`src/rtl/opspec_pkg.sv`:
```
package opspec_pkg;

    parameter int unsigned OPW    = 16;
    parameter int unsigned NREG   = 8;
    parameter int unsigned RSEL_W = $clog2(NREG);
    parameter int unsigned MODE_W = 3;

    typedef enum logic [MODE_W-1:0] {
        M_REG    = 3'd0,
        M_DEF    = 3'd1,
        M_INC    = 3'd2,
        M_INCDEF = 3'd3,
        M_DEC    = 3'd4,
        M_DECDEF = 3'd5,
        M_IDX    = 3'd6,
        M_IDXDEF = 3'd7
    } addr_mode_e;

    typedef enum logic [2:0] {
        ST_IDLE,
        ST_EVAL,
        ST_INDEX,
        ST_SUM,
        ST_DEFER,
        ST_FIN
    } seq_state_e;

    typedef struct packed {
        seq_state_e           state;
        addr_mode_e           mode;
        logic [RSEL_W-1:0]    rsel;
        logic                 byte_op;
        logic [OPW-1:0]       ptr;
        logic [OPW-1:0]       xword;
        logic [OPW-1:0]       addr;
        logic                 is_reg;
    } seq_regs_t;

endpackage

```
`src/rtl/opspec_step.sv`:
```
module opspec_step
    import opspec_pkg::*;
#(
    parameter logic [RSEL_W-1:0] SP_IDX = RSEL_W'(6),
    parameter logic [RSEL_W-1:0] PC_IDX = RSEL_W'(7)
) (
    input  addr_mode_e          mode_i,
    input  logic [RSEL_W-1:0]   rsel_i,
    input  logic                byte_i,
    output logic [OPW-1:0]      step_o,
    output logic                down_o
);
    localparam logic [OPW-1:0] STEP_ONE = OPW'(1);
    localparam logic [OPW-1:0] STEP_TWO = OPW'(2);

    logic deferred;
    logic word_step;

    always_comb begin
        deferred  = (mode_i == M_INCDEF) || (mode_i == M_DECDEF);
        word_step = deferred || !byte_i || (rsel_i == SP_IDX) || (rsel_i == PC_IDX);
        step_o    = word_step ? STEP_TWO : STEP_ONE;
        down_o    = (mode_i == M_DEC) || (mode_i == M_DECDEF);
    end
endmodule

```
`src/rtl/opspec_addsub.sv`:
```
module opspec_addsub
    import opspec_pkg::*;
(
    input  logic [OPW-1:0] a_i,
    input  logic [OPW-1:0] b_i,
    input  logic           sub_i,
    output logic [OPW-1:0] y_o
);
    always_comb begin
        y_o = sub_i ? (a_i - b_i) : (a_i + b_i);
    end
endmodule

```
`src/rtl/opspec_resolver.sv`:
```
module opspec_resolver
    import opspec_pkg::*;
#(
    parameter logic [RSEL_W-1:0] SP_IDX = RSEL_W'(6),
    parameter logic [RSEL_W-1:0] PC_IDX = RSEL_W'(7)
) (
    input  logic              clk,
    input  logic              rst_n,
    input  logic              start,
    input  logic [MODE_W-1:0] mode,
    input  logic [RSEL_W-1:0] regsel,
    input  logic              byte_op,
    output logic              busy,
    output logic              done,
    output logic              is_reg,
    output logic [OPW-1:0]    addr,
    output logic [RSEL_W-1:0] reg_raddr,
    input  logic [OPW-1:0]    reg_rdata,
    output logic              reg_we,
    output logic [RSEL_W-1:0] reg_waddr,
    output logic [OPW-1:0]    reg_wdata,
    output logic              mem_req,
    output logic [OPW-1:0]    mem_addr,
    input  logic              mem_ack,
    input  logic [OPW-1:0]    mem_rdata
);
    localparam logic [OPW-1:0] PC_ADVANCE = OPW'(2);

    seq_regs_t      cur_q, nxt_d;
    logic [OPW-1:0] step_amt;
    logic           step_down;
    logic [OPW-1:0] stepped;
    logic [OPW-1:0] sum_b;
    logic [OPW-1:0] sum_y;

    opspec_step #(.SP_IDX(SP_IDX), .PC_IDX(PC_IDX)) u_step (
        .mode_i (cur_q.mode),
        .rsel_i (cur_q.rsel),
        .byte_i (cur_q.byte_op),
        .step_o (step_amt),
        .down_o (step_down)
    );

    opspec_addsub u_stepadd (
        .a_i   (reg_rdata),
        .b_i   (step_amt),
        .sub_i (step_down),
        .y_o   (stepped)
    );

    opspec_addsub u_sumadd (
        .a_i   (reg_rdata),
        .b_i   (sum_b),
        .sub_i (1'b0),
        .y_o   (sum_y)
    );

    always_comb begin
        nxt_d     = cur_q;
        reg_raddr = cur_q.rsel;
        reg_we    = 1'b0;
        reg_waddr = cur_q.rsel;
        reg_wdata = stepped;
        mem_req   = 1'b0;
        mem_addr  = cur_q.ptr;
        sum_b     = cur_q.xword;

        unique case (cur_q.state)
            ST_IDLE: begin
                if (start) begin
                    nxt_d.state   = ST_EVAL;
                    nxt_d.mode    = addr_mode_e'(mode);
                    nxt_d.rsel    = regsel;
                    nxt_d.byte_op = byte_op;
                    nxt_d.is_reg  = 1'b0;
                    nxt_d.addr    = '0;
                end
            end
            ST_EVAL: begin
                unique case (cur_q.mode)
                    M_REG: begin
                        nxt_d.is_reg = 1'b1;
                        nxt_d.state  = ST_FIN;
                    end
                    M_DEF: begin
                        nxt_d.addr  = reg_rdata;
                        nxt_d.state = ST_FIN;
                    end
                    M_INC: begin
                        nxt_d.addr  = reg_rdata;
                        reg_we      = 1'b1;
                        nxt_d.state = ST_FIN;
                    end
                    M_INCDEF: begin
                        nxt_d.ptr   = reg_rdata;
                        reg_we      = 1'b1;
                        nxt_d.state = ST_DEFER;
                    end
                    M_DEC: begin
                        nxt_d.addr  = stepped;
                        reg_we      = 1'b1;
                        nxt_d.state = ST_FIN;
                    end
                    M_DECDEF: begin
                        nxt_d.ptr   = stepped;
                        reg_we      = 1'b1;
                        nxt_d.state = ST_DEFER;
                    end
                    M_IDX, M_IDXDEF: begin
                        nxt_d.state = ST_INDEX;
                    end
                endcase
            end
            ST_INDEX: begin
                reg_raddr = PC_IDX;
                mem_req   = 1'b1;
                mem_addr  = reg_rdata;
                sum_b     = PC_ADVANCE;
                if (mem_ack) begin
                    nxt_d.xword = mem_rdata;
                    reg_we      = 1'b1;
                    reg_waddr   = PC_IDX;
                    reg_wdata   = sum_y;
                    nxt_d.state = ST_SUM;
                end
            end
            ST_SUM: begin
                if (cur_q.mode == M_IDX) begin
                    nxt_d.addr  = sum_y;
                    nxt_d.state = ST_FIN;
                end else begin
                    nxt_d.ptr   = sum_y;
                    nxt_d.state = ST_DEFER;
                end
            end
            ST_DEFER: begin
                mem_req = 1'b1;
                if (mem_ack) begin
                    nxt_d.addr  = mem_rdata;
                    nxt_d.state = ST_FIN;
                end
            end
            ST_FIN: begin
                nxt_d.state = ST_IDLE;
            end
            default: begin
                nxt_d.state = ST_IDLE;
            end
        endcase
    end

    always_ff @(posedge clk or negedge rst_n) begin
        if (!rst_n) begin
            cur_q <= '{state: ST_IDLE, mode: M_REG, default: '0};
        end else begin
            cur_q <= nxt_d;
        end
    end

    assign busy   = (cur_q.state != ST_IDLE) && (cur_q.state != ST_FIN);
    assign done   = (cur_q.state == ST_FIN);
    assign is_reg = cur_q.is_reg;
    assign addr   = cur_q.addr;
endmodule

```
`config.mk`:
```
export PLATFORM = sky130hd
export DESIGN_NAME = opspec_resolver
export DESIGN_NICKNAME = d
export VERILOG_FILES = /design/src/rtl/opspec_pkg.sv /design/src/rtl/opspec_step.sv /design/src/rtl/opspec_addsub.sv /design/src/rtl/opspec_resolver.sv
export SDC_FILE = /design/constraint.sdc
export NUM_CORES = 1
export LEC_CHECK = 0
export ABC_CLOCK_PERIOD_IN_PS = 4750
export CELL_PAD_IN_SITES_DETAIL_PLACEMENT = 1
export CELL_PAD_IN_SITES_GLOBAL_PLACEMENT = 2
export CORE_MARGIN = 4
export CORE_UTILIZATION = 33
export CTS_BUF_LIST = sky130_fd_sc_hd__clkbuf_4 sky130_fd_sc_hd__clkbuf_8 sky130_fd_sc_hd__clkbuf_16
export CTS_CLUSTER_SIZE = 30
export DETAILED_ROUTE_END_ITERATION = 7
export PLACE_DENSITY_LB_ADDON = 0.1
export REMOVE_ABC_BUFFERS = 1
export SLEW_MARGIN = 30
export SYNTH_ARGS = -nofsm -noshare
export SYNTH_HDL_FRONTEND = slang
export SYNTH_SLANG_ARGS = --single-unit
```
`constraint.sdc`:
```
create_clock -name clk -period 4.75 [get_ports clk]
set_input_delay 0.475 -clock clk [delete_from_list [all_inputs] [get_ports clk]]
set_output_delay 0.475 -clock clk [all_outputs]
set_load 0.02 [all_outputs]
```
==> summary by stage <==
Final layout
The final net count is 865. The number of antenna diodes in the final layout is 0. The register with the most flip-flops in the layout has 42 of them. Of the cells placed in the final design, the portion with a size suffix greater than 1 is 0.09811. The area growth from synthesis to layout is 25.74%. With fillers left out, the area of the finished cells amounts to 6840 um^2.

Clock tree
The number of sinks handled by clock tree synthesis is 59. In this run the number of H-tree levels came out at 3. Once the clock tree was built, the resizer swapped 0 gates to a different size. The count of hold-fix buffers inserted at cts is 0. In this run the deepest clock path goes through 2 buffers. Buffers added to address setup during post-CTS repair amount to 0. After clock tree synthesis, the clock-pin slew on the worst setup and hold paths is 0.06 ns. The TritonCTS buffer count is 9. The TritonCTS clock tree is built. Clock tree synthesis selected as its root buffer the cell clkbuf_16.

The clock reaches the later pin of the worst-skew pair after 0.35 ns.

Global route
The remaining global-route overflow is 0. The initial antenna violation count is 0. The via count of the first global-routing pass is 6027. The global-route usage over all layers is 0.2397. The global-route wire length before repair is 34.26 mm. Entering global routing, the biggest net connects 60 pins.

Critical path
On the worst path, the slowest cell contributes a delay of 0.61 ns. The critical path's slowest cell is clkdlybuf4s50_1. The critical path goes through nor3b_4 > buf_4 > nor2b_1 > ha_1 > a21o_1 > a31oi_1 > or3b_1 > o221ai_2 > xnor2_1 > nand2_1 > o21ai_1 > clkdlybuf4s50_1.

The flop-to-flop setup slack is 1.43 ns. The buffers plus inverters on the worst setup path is 2. The category of cells accounting for the largest share of critical-path delay is simple AND/OR/NAND/NOR gates. The startpoint type of the worst setup path is a register. The critical setup path kind is reg -> out. The highest net fanout along the worst path is 17.

Data arrives at the worst endpoint at 4.09 ns. STA puts the critical path data required time at 4.28 ns. The worst setup path is captured at an output pin.

Synthesis
The synthesized area per cell is 7.652 um^2. The number of flip-flops and latches in the synthesized netlist is 59. The portion of the post-synthesis area used by sequential elements is 0.2714.

The area share of the largest cell type after synthesis is 0.2714. The fraction of the mapped netlist area in compound gates is 0.2516. The library cell with the highest instance count after synthesis is nand2_1. Ranked by total cell area, the synthesized netlist is headed by dfrtp_1 (27%), nand2_1 (13%), ha_1 (6.9%). Of the total synthesized cell area, the portion taken by XOR and XNOR cells is 0.04968. The cell taking the most area after synthesis is dfrtp_1. The synthesized instance count is 711. In the synthesized netlist the async set-or-reset flop fraction comes to 1.000. The count of flip-flops with a built-in enable after synthesis is 0. The commonest cells after synthesis are nand2_1 (191), dfrtp_1 (59), o21ai_0 (58).

Of the total synthesized cell area, the portion taken by full adders, half adders and majority gates is 0.07636. Of the total synthesized cell area, the portion taken by AND, OR, NAND and NOR gates is 0.2629. The combined area of all synthesized cells is 5440 um^2.

The number of library cell types mapped by synthesis is 82. The Yosys warning count is 0. The prevailing post-synth register cell is dfrtp_1. After synthesis, the largest family of logic cells by area is simple AND/OR/NAND/NOR gates. The mux cell area share after synthesis is 0.02576.

Place
The placed instance area is 6564 um^2. The count of buffers added on input and output ports is 101. The routability congestion estimate is 0.8728. The wire-length estimate of the detail-placed layout is 16.56 mm. Before CTS, the worst setup slack after placement is 0.5829 ns.

Pwr
The share of total power dissipated in the clock network is 0.106. Of the total power, registers draw 0.162. Of the total power, the share spent switching nets is 0.5153. The worst-case IR drop observed on VDD is 0.0003328 V. The internal power is 2815 uW. The leakage power is 0.003011 uW. The combinational fraction of design power is 0.732. The switching component of the power is 2993 uW. The total power per unit cell area is 849.2 nW/um^2. The total power is 5809 uW.

STA
The transition time at the pin with the least slew margin is 0.9884 ns. Setup repair after global routing left no endpoint under its margin. Hold timing on the final database bottoms out at a slack of 0.3131 ns. The final period demand of the worst path is 4.568 ns. The number of failing hold endpoints at the final stage is 0. In the finished design, the share of the clock period the worst path needs comes to 0.9617. The final critical-path setup slack is 0.1820 ns. The count of pins over their slew limit came to 0. The headroom to the max-slew limit is 0.3387. Setup total negative slack on the finished layout was measured at 0 ns. The highest clock rate is 0.2189 GHz. Between clock sinks in the finished design, the worst skew comes to 0.01344 ns. The number of endpoints failing setup at the final stage is 0.

Min path
The worst hold path class is in -> async.

Run
Across the run, the number of max-cap violations was 0.

Route
The sum of routed wire length over all layers is 21.68 mm. The remaining antenna violation count after routing is 0. The first detailed-routing pass took 6 iterations.

The per-cell routed wire length is 21.44 um. Summing over every cut layer, the via total after detailed routing is 5646. The number of vias per cell after detailed routing is 5.585. The number of DRC markers in iteration 0 is 373. The number of remaining DRC errors is 0.

Die
The count of boundary I/O pins is 102. The number of standard-cell rows in the floorplan is 46. The initial core utilization is 0.3400. The placeable core region is 16000 um^2. The width of the die is 136.4 um. The die covers 18600 um^2. Measured along the y axis, the die boundary spans 136.4 um.

Status
The run finished with clean final reports.
-- worst register-to-register path: stages, from the launching register on --
cell and delay [ns]:
dfrtp_1 0.53, nor3b_4 0.41, buf_4 0.34, nor2b_1 0.09, ha_1 0.39, and4_1 0.29
o2111ai_1 0.12, or2_4 0.18, nand3_1 0.07, a21o_1 0.21, or4_1 0.51, o2111ai_1 0.10
-- kinds of logic (layout without fill, tap and decap cells) --
| logic type | Yosys count | in the layout |
|---|---|---|
| buffers and inverters | 63 | 147 |
| DFF | 59 | 59 |
| adders and majority gates | 32 | 32 |
| muxes | 13 | 13 |
| xor gates and xnor gates | 30 | 30 |
| and+or+nand+nor | 313 | 313 |
| AOI/OAI and AO/OA | 201 | 201 |
-- per-layer routing --
metal  vias to the layer above  wire (um)  track usage
li1                       2650          -            -
met1                      2772       9715       0.3150
met2                       193      10250       0.3987
met3                        31       1161      0.03849
met4                         0        550      0.08455
met5                         -          0            0
-- area by class of cell --
cell class              count  area [um^2]
well taps                 216        270.3
repair buffers            119         1141
fillers                  1995         9160
clock inverters             7        45.04
inverters                  12        45.04
clock buffers               9        225.2
multi-input cells         589         3637
flip-flops and latches     59         1476
-- cells in the final DEF (no fill, tap or decap), types with 14 or more instances in the layout --
cell / synthesis / layout
clkdlybuf4s50_1: 0 / 100
buf_4: 18 / 18
dfrtp_1: 59 / 59
o21ai_0: 58 / 58
a21oi_1: 41 / 41
nor2b_1: 17 / 17
xnor2_1: 15 / 15
nand2_1: 191 / 191
nor2_1: 36 / 36
xor2_1: 14 / 14
ha_1: 30 / 30
-- path summary, 6_finish.rpt --
check / end / from / cells past startpoint
setup reg to reg: addr[15]$_DFFE_PN0P_ / cur_q[56]$_DFFE_PN0P_ / 11
setup / recovery: reg_wdata[14] / cur_q[56]$_DFFE_PN0P_ / 12
min in group clk: addr[5]$_DFFE_PN0P_ / addr[5]$_DFFE_PN0P_ / 2
max in group asynchronous: cur_q[40]$_DFFE_PN0P_ / rst_n / 2
hold / removal: addr[8]$_DFFE_PN0P_ / rst_n / 2
hold reg to reg: addr[5]$_DFFE_PN0P_ / addr[5]$_DFFE_PN0P_ / 2
-- metrics by stage --
stage	std cells	util
6_report	1011	0.4275
5_1_grt	1011	0.4275
4_1_cts	1011	0.4271
3_5_place_dp	995	0.4102
3_3_place_gp	995	0.4102
2_1_floorplan	660	-
-- power by group through the flow --
stage | logic (uW) | clock network (uW) | registers [uW]
global placement | 4170 | 0 | 943
detailed placement | 4240 | 0 | 949
global route | 4620 | 653 | 980
floorplan | 2520 | 0 | 975
finish | 4250 | 618 | 941
CTS | 4270 | 634 | 943
(Power assumes the default switching activity.)
